$ cat config.mk
export PLATFORM = sky130hd
export DESIGN_NAME = smi_dbg_seq
export DESIGN_NICKNAME = d
export VERILOG_FILES = /design/src/rtl/smi_dbg_pkg.sv /design/src/rtl/smi_dbg_classify.sv /design/src/rtl/smi_dbg_fsm.sv /design/src/rtl/smi_dbg_enter.sv /design/src/rtl/smi_dbg_dr_strobe.sv /design/src/rtl/smi_dbg_seq.sv
export SDC_FILE = /design/constraint.sdc
export NUM_CORES = 1
export LEC_CHECK = 0
export ABC_AREA = 1
export BUFFER_PORTS_ARGS = -buffer_cell sky130_fd_sc_hd__buf_2
export CAP_MARGIN = 10
export CELL_PAD_IN_SITES_DETAIL_PLACEMENT = 1
export CELL_PAD_IN_SITES_GLOBAL_PLACEMENT = 2
export CORE_UTILIZATION = 19
export CTS_BUF_LIST = sky130_fd_sc_hd__clkbuf_4 sky130_fd_sc_hd__clkbuf_8 sky130_fd_sc_hd__clkbuf_16
export DETAILED_ROUTE_END_ITERATION = 16
export PLACE_DENSITY = 0.69
export SYNTH_ARGS = -nofsm -noshare
export SYNTH_HDL_FRONTEND = slang
export SYNTH_SLANG_ARGS = --single-unit
$ cat constraint.sdc
create_clock -name clk -period 0.9 [get_ports clk]
set_input_delay 0.09 -clock clk [delete_from_list [all_inputs] [get_ports clk]]
set_output_delay 0.09 -clock clk [all_outputs]
set_load 0.005 [all_outputs]
$ cat src/rtl/smi_dbg_pkg.sv
package smi_dbg_pkg;

   typedef enum logic [2:0] {
      ST_IDLE  = 3'd0,
      ST_ENTRY = 3'd1,
      ST_SMM   = 3'd2,
      ST_RCHK  = 3'd3,
      ST_DELIV = 3'd4
   } seq_state_e;

   localparam int unsigned STATE_W = 3;

   function automatic logic is_idle(input seq_state_e s);
      return s == ST_IDLE;
   endfunction

endpackage

$ cat src/rtl/smi_dbg_classify.sv
module smi_dbg_classify
   import smi_dbg_pkg::*;
(
   input  seq_state_e state_i,
   input  logic       smi_req_i,
   input  logic       dbg_trap_i,
   input  logic       io_trap_ok_i,
   output logic       accept_smi_o,
   output logic       defer_dbg_o,
   output logic       pass_dbg_o
);

   logic idle;

   always_comb begin
      idle         = is_idle(state_i);
      accept_smi_o = idle & smi_req_i;
      defer_dbg_o  = idle & smi_req_i & dbg_trap_i & io_trap_ok_i;
      pass_dbg_o   = dbg_trap_i & ~defer_dbg_o;
   end

endmodule

$ cat src/rtl/smi_dbg_fsm.sv
module smi_dbg_fsm
   import smi_dbg_pkg::*;
(
   input  logic       clk,
   input  logic       rst,
   input  logic       accept_smi_i,
   input  logic       defer_dbg_i,
   input  logic       smm_entered_i,
   input  logic       rsm_i,
   input  logic       io_restart_i,
   output seq_state_e state_o,
   output logic       save_ev_o,
   output logic       restore_ev_o,
   output logic       drop_ev_o,
   output logic       late_deliver_o
);

   seq_state_e state_q, state_d;
   logic       pending_q, pending_d;
   logic       restart_q, restart_d;

   always_comb begin
      state_d        = state_q;
      pending_d      = pending_q;
      restart_d      = restart_q;
      save_ev_o      = 1'b0;
      restore_ev_o   = 1'b0;
      drop_ev_o      = 1'b0;
      late_deliver_o = 1'b0;
      unique case (state_q)
         ST_IDLE: begin
            if (accept_smi_i) begin
               state_d   = ST_ENTRY;
               pending_d = defer_dbg_i;
            end
         end
         ST_ENTRY: begin
            if (smm_entered_i) begin
               save_ev_o = 1'b1;
               state_d   = ST_SMM;
            end
         end
         ST_SMM: begin
            if (rsm_i) begin
               restore_ev_o = 1'b1;
               restart_d    = io_restart_i;
               state_d      = ST_RCHK;
            end
         end
         ST_RCHK: begin
            pending_d = 1'b0;
            if (pending_q && restart_q) begin
               drop_ev_o = 1'b1;
               state_d   = ST_IDLE;
            end else if (pending_q) begin
               state_d = ST_DELIV;
            end else begin
               state_d = ST_IDLE;
            end
         end
         ST_DELIV: begin
            late_deliver_o = 1'b1;
            state_d        = ST_IDLE;
         end
         default: state_d = ST_IDLE;
      endcase
   end

   always_ff @(posedge clk) begin
      if (rst) begin
         state_q   <= ST_IDLE;
         pending_q <= 1'b0;
         restart_q <= 1'b0;
      end else begin
         state_q   <= state_d;
         pending_q <= pending_d;
         restart_q <= restart_d;
      end
   end

   assign state_o = state_q;

endmodule

$ cat src/rtl/smi_dbg_enter.sv
module smi_dbg_enter
   import smi_dbg_pkg::*;
#(
   parameter bit HOLD_ENTER = 1'b1
) (
   input  logic       clk,
   input  logic       rst,
   input  seq_state_e state_i,
   output logic       smm_enter_o
);

   logic in_entry;
   assign in_entry = (state_i == ST_ENTRY);

   generate
      if (HOLD_ENTER) begin : g_level
         assign smm_enter_o = in_entry;
      end else begin : g_pulse
         logic was_entry_q;
         always_ff @(posedge clk) begin
            if (rst) was_entry_q <= 1'b0;
            else     was_entry_q <= in_entry;
         end
         assign smm_enter_o = in_entry & ~was_entry_q;
      end
   endgenerate

endmodule

$ cat src/rtl/smi_dbg_dr_strobe.sv
module smi_dbg_dr_strobe #(
   parameter int unsigned N_AUTO_DR = 2
) (
   input  logic                 save_ev_i,
   input  logic                 restore_ev_i,
   output logic [N_AUTO_DR-1:0] dr_save_o,
   output logic [N_AUTO_DR-1:0] dr_restore_o
);

   generate
      for (genvar i = 0; i < N_AUTO_DR; i++) begin : g_reg
         assign dr_save_o[i]    = save_ev_i;
         assign dr_restore_o[i] = restore_ev_i;
      end
   endgenerate

endmodule

$ cat src/rtl/smi_dbg_seq.sv
module smi_dbg_seq
   import smi_dbg_pkg::*;
#(
   parameter int unsigned N_AUTO_DR  = 2,
   parameter bit          HOLD_ENTER = 1'b1
) (
   input  logic                 clk,
   input  logic                 rst,
   input  logic                 smi_req_i,
   input  logic                 dbg_trap_i,
   input  logic                 io_trap_ok_i,
   input  logic                 smm_entered_i,
   input  logic                 rsm_i,
   input  logic                 io_restart_i,
   output logic                 smm_enter_o,
   output logic                 dbg_deliver_o,
   output logic                 dbg_drop_o,
   output logic [N_AUTO_DR-1:0] dr_save_o,
   output logic [N_AUTO_DR-1:0] dr_restore_o
);

   generate
      if (N_AUTO_DR < 1 || N_AUTO_DR > 16) begin : g_bad_n
         $error("smi_dbg_seq: N_AUTO_DR must be 1..16");
      end
   endgenerate

   seq_state_e state;
   logic accept_smi, defer_dbg, pass_dbg;
   logic save_ev, restore_ev, drop_ev, late_deliver;

   smi_dbg_classify u_cls (
      .state_i      (state),
      .smi_req_i    (smi_req_i),
      .dbg_trap_i   (dbg_trap_i),
      .io_trap_ok_i (io_trap_ok_i),
      .accept_smi_o (accept_smi),
      .defer_dbg_o  (defer_dbg),
      .pass_dbg_o   (pass_dbg)
   );

   smi_dbg_fsm u_fsm (
      .clk            (clk),
      .rst            (rst),
      .accept_smi_i   (accept_smi),
      .defer_dbg_i    (defer_dbg),
      .smm_entered_i  (smm_entered_i),
      .rsm_i          (rsm_i),
      .io_restart_i   (io_restart_i),
      .state_o        (state),
      .save_ev_o      (save_ev),
      .restore_ev_o   (restore_ev),
      .drop_ev_o      (drop_ev),
      .late_deliver_o (late_deliver)
   );

   smi_dbg_enter #(.HOLD_ENTER(HOLD_ENTER)) u_ent (
      .clk         (clk),
      .rst         (rst),
      .state_i     (state),
      .smm_enter_o (smm_enter_o)
   );

   smi_dbg_dr_strobe #(.N_AUTO_DR(N_AUTO_DR)) u_dr (
      .save_ev_i    (save_ev),
      .restore_ev_i (restore_ev),
      .dr_save_o    (dr_save_o),
      .dr_restore_o (dr_restore_o)
   );

   assign dbg_deliver_o = pass_dbg | late_deliver;
   assign dbg_drop_o    = drop_ev;

endmodule

* Word-level counts from Yosys, hierarchy flattened *
Cells that the tools add are included.
Widths: inputs -> output; s select.

operators by class
  mux-type cells = 15
  equal/unequal tests = 7
  bitwise logic cells = 6
  reduce and logical (&&, ||, !) cells = 6

operator list
  cell                count
  $mux 3              5
  $pmux 3 s4          1
  $mux 1              8
  $eq 3x2->1 const B  2
  $ne 2x2->1 const B  3
  $and 1x1->1         4
  $reduce_and 2->1    2
  $eq 3x1->1 const B  1
  $eq 3x3->1 const B  1
  $logic_not 3->1     1
  $reduce_and 3->1    1
  $pmux 1 s2          1
  $reduce_bool 2->1   1
  $logic_and 1x1->1   1
  $not 1->1           1
  $or 1x1->1          1

storage, ports and cells
  register bits = 5
  output and inout bits = 7
  word-level logic and storage cells = 37

* Logic depth before layout (Yosys ltp) *
  depth after elaboration = 7
  gate-level depth with buffers = 7
  depth with buffers taken out = 7

* Cells and area by module *
A second synthesis with hierarchy kept.

unflattened totals
  cells, all modules = 64
  area, all modules = 401.6 um2

modules (own cells, without submodules)
  module             area an instance (um2)  seq. area each (um2)  times used  cells each
  smi_dbg_fsm        294.0                   100.1                 1           43
  smi_dbg_classify   52.6                    0.0                   1           11
  smi_dbg_dr_strobe  30.0                    0.0                   1           4
  smi_dbg_enter      13.8                    0.0                   1           3
  smi_dbg_seq        11.3                    0.0                   1           3

* Worst setup path after synthesis *
No wires, ideal clock.

  path type = register to output
  start point = reg u_fsm.state_q[2], in the netlist u_fsm.state_o[2]
  end point = out dbg_deliver_o
  buffers on the path = 0
  data required time = 0.810 ns
  arrival = 0.803 ns
  stages on the path, launching flop included = 6
  setup slack = 0.007 ns
  path through = dfxtp_1 nor2_4 nand3_1 nand3b_4 nand2_1 nand2_1

on the way
  longest elaborated chain between the ends = 7
  elaborated cells on any way between the ends = 9
  classes of those cells = 1 x eq/ne; 1 x mux; 6 x bitwise; 1 x reduce/logical

ends and longest elaborated chain
  item                       RTL line                RTL
  from (decl)                smi_dbg_fsm.sv:18       seq_state_e state_q, state_d;
  from (signal assigned)     smi_dbg_fsm.sv:75       state_q <= state_d;
  $logic_not 3->1            smi_dbg_pkg.sv:14       return s == ST_IDLE;
  $and 1x1->1 (3 in series)  smi_dbg_classify.sv:18  defer_dbg_o = idle & smi_req_i & dbg_trap_i & io_trap_ok_i;
  $not 1->1                  smi_dbg_classify.sv:19  pass_dbg_o = dbg_trap_i & ~defer_dbg_o;
  $and 1x1->1                smi_dbg_classify.sv:19
  $or 1x1->1 *               smi_dbg_seq.sv:71       assign dbg_deliver_o = pass_dbg | late_deliver;
  to (decl)                  smi_dbg_seq.sv:16       output logic dbg_deliver_o,

Every way passes the cells marked *; elsewhere a longest branch is shown, timed or not.

* Worst setup path after layout *
  start point = reg u_fsm.state_q[0], in the netlist u_fsm.state_o[0]
  end point = out dbg_deliver_o

Same word-level chain as after synthesis.

==> summary.txt <==
Global routing
  • Initial antenna violation count: 0
  • GRT Overall Usage: 11.3%
  • Gr ovfl total: 0
  • Vias in the first global route: 383
  • Largest net degree at the start of global routing: 6
  • First-pass GRT wire length: 1550 microns

Yosys
  • Cell area after synthesis: 340 sq um
  • Mux contribution to synthesized area: 0%
  • Synth Area in Simple Gates: 40.4%
  • Adder-cell area share of the yosys netlist: 0%
  • Average size of a mapped cell: 6.81 sq um
  • Synth Instances: 50
  • Synth Warn #: 0
  • Synth Area in Compound Gates: 9.19%
  • Unique cell type count in the Yosys netlist: 17
  • Sequential area share after synthesis: 29.4%
  • Post-synthesis xor/xnor area fraction: 0%
  • Largest family of logic cells by synthesized area: simple AND/OR/NAND/NOR gates
  • Post-synth net total: 58
  • Post-synthesis register bit count: 5

Final layout
  • Final nets: 86
  • Share of cells above drive strength 1: 74.0%
  • Final antenna diode count: 0
  • Synthesis-to-layout area growth: 84.2%
  • Final Non-Filler Cells: 101

STA
  • RSZ-0062 raised after global routing: true
  • Min cycle time layout: 1260 ps
  • Max Clk Rate: 0.796 GHz
  • Slew HR: 87.3%
  • Clock Skews: 2.03 ps
  • Final worst-path setup slack: -356 ps
  • Hold Fails Final Rpt: 0
  • Tcrit/Tclk final: 140%
  • Max Slew Vio Count: 0
  • Measured slew at the worst slew-check pin: 190 ps
  • Hold_ws: 82.1 ps
  • # setup viols final: 11

Status
  • Failing checks: setup timing
  • Status: finished with violations

Floorplan
  • Std-Cell Rows: 14
  • Initial core utilization: 21.4%
  • Core Area: 1590 sq um
  • I/O pins: 15
  • Full die area: 1960 sq um
  • Die W: 44.3 microns
  • Die H: 44.3 microns

Routing
  • DRC: 0
  • Via density: 4.01
  • Drt first pass iters: 1
  • Vias: 405
  • Initial DRC count: 0
  • DR WL/cell: 10.1 microns
  • Antenna-violating nets left: 0
  • Total Wirelength: 1020 microns

Clocking
  • CTS tree: done
  • Clk Latency, worst-skew pair: 250 ps
  • Num CTS Buffers: 3
  • Clock Tree Buf Depth: 2
  • CTS clk-pin slew, worst paths: 50 ps
  • Cts-stage hold buffer count: 0
  • TritonCTS Sinks: 5
  • H-Tree Depth: 1
  • Root buffer cell: clkbuf_4

Worst hold path
  • Worst hold start: rst
  • Hold endpoint: u_fsm.restart_q
  • Hold path depth: 2
  • Hold Path Class: in2reg

Pwr
  • Cell area power density: 1480 nW/um^2
  • Maximum VDD drop: 0.000447 V
  • Static leakage: 0.321 nW
  • Power Total: 0.000930 W

Critical path
  • Setup crit end kind: output port
  • Crit path launch: u_fsm.state_o[0]
  • Critical path class: reg2out
  • Data required time of the critical path: 810 ps
  • Critical Path AT: 1170 ps
  • Worst-path maximum fanout: 2
  • Crit path launch type: flop
  • Reg2reg start: u_fsm.state_o[0]
  • Worst R2R Path Depth: 7
  • Worst R2R Setup Slack: -240 ps
  • R2R Path End: u_fsm.state_o[0]

Flow run
  • Max_cap viols: 0

Placed design
  • DP HPWL: 671 microns
  • Port bufs: 14
  • Placement Setup Slack: -156 ps
  • Placed Instances: 89
  • Routability Congestion: 0.692
[worst max-delay path, cell delays in order (launching register included)]
cell and delay, ps:
dfxtp_4 350, nor2_4 120, nand3_2 80, nand3b_4 160
nand2_1 60, nand2_1 40, buf_2 110
[cell usage after synthesis (all sizes together)]
| cell type | instances | area [sq um] |
|---|---|---|
| dfxtp | 5 | 100 |
| nand3 | 6 | 30.0 |
| buf | 4 | 30.0 |
| nor4 | 1 | 6.26 |
| a21oi | 3 | 18.8 |
| inv | 11 | 41.3 |
| nand3b | 2 | 27.5 |
| nor2 | 5 | 26.3 |
| nor3 | 1 | 5.00 |
| nand2 | 10 | 42.5 |
| o21bai | 1 | 7.51 |
| o21ai | 1 | 5.00 |
[power breakdown]
group,switching (W),internal (W)
logic,0.000173,0.000197
registers,0.0000150,0.000239
clock network,0.000107,0.000199
[worst max path at each step]
| stage | cells past startpoint | slack, ps | endpoint |
|---|---|---|---|
| 6_report | 6 | -360 | dbg_deliver_o |
| 5_1_grt | 6 | -430 | dbg_deliver_o |
| 3_5_place_dp | 7 | -160 | u_fsm.state_o[1] |
| 2_1_floorplan | 5 | 7 | dbg_deliver_o |
| 3_3_place_gp | 7 | -170 | u_fsm.state_o[1] |
| 4_1_cts | 6 | -350 | dbg_deliver_o |
[metal layers]
layer / part of all wire [%] / global-route usage [%] / up-vias / wire length, microns
met3: 2.9 / 1.22 / 2 / 30
li1: - / - / 208 / -
met1: 40 / 12.6 / 184 / 411
met5: 0 / 0 / - / 0
met4: 2.4 / 10.9 / 0 / 25
met2: 54 / 18.2 / 11 / 556
[timing repair]
item                       in CTS  in global routing
pin swaps                       3                  8
buffers inserted                4                  4
setup endpoints to repair      12                 12
resized for setup               9                 20
[area by class of cell]
type                       count  area (sq um)
inverter                      11          41.3
timing repair buffer          27           179
sequential                     5           109
clock buffer                   4          30.0
multi-input combinational     30           238
tap                           24          30.0
fill                         205           967
[through the flow]
| stage | setup TNS (ps) | area [sq um] | util [%] |
|---|---|---|---|
| after floorplan | 0 | 340 | - |
| after global placement | -547 | 448 | 28.1 |
| after detailed placement | -629 | 448 | 28.1 |
| after CTS | -2660 | 526 | 33.0 |
| after global routing | -3560 | 627 | 39.3 |
| final | -2850 | 627 | 39.3 |
[placed cells by master (no fill, tap or decap), drive strengths merged]
| cell type | Yosys | routed |
|---|---|---|
| a21oi | 3 | 3 |
| buf | 4 | 27 |
| clkbuf | 0 | 4 |
| dfxtp | 5 | 5 |
| inv | 11 | 11 |
| nand2 | 10 | 10 |
| nand3 | 6 | 6 |
| nand3b | 2 | 2 |
| nor2 | 5 | 5 |
| nor3 | 1 | 1 |
| nor4 | 1 | 1 |
| o21ai | 1 | 1 |
| o21bai | 1 | 1 |
[state kept, by name, summed over array words and instances, names as in the netlist]
| signal | count |
|---|---|
| u_fsm.pending_q | 1 |
| u_fsm.state_o | 3 |
| u_fsm.restart_q | 1 |
[logic make-up after synthesis]
kind of cell | count (synthesis)
AND/OR/NAND/NOR | 25
buffers and inverters | 15
flip-flops | 5
AO/OA/AOI/OAI | 5
Note: power is estimated with default switching activity, not from simulation.
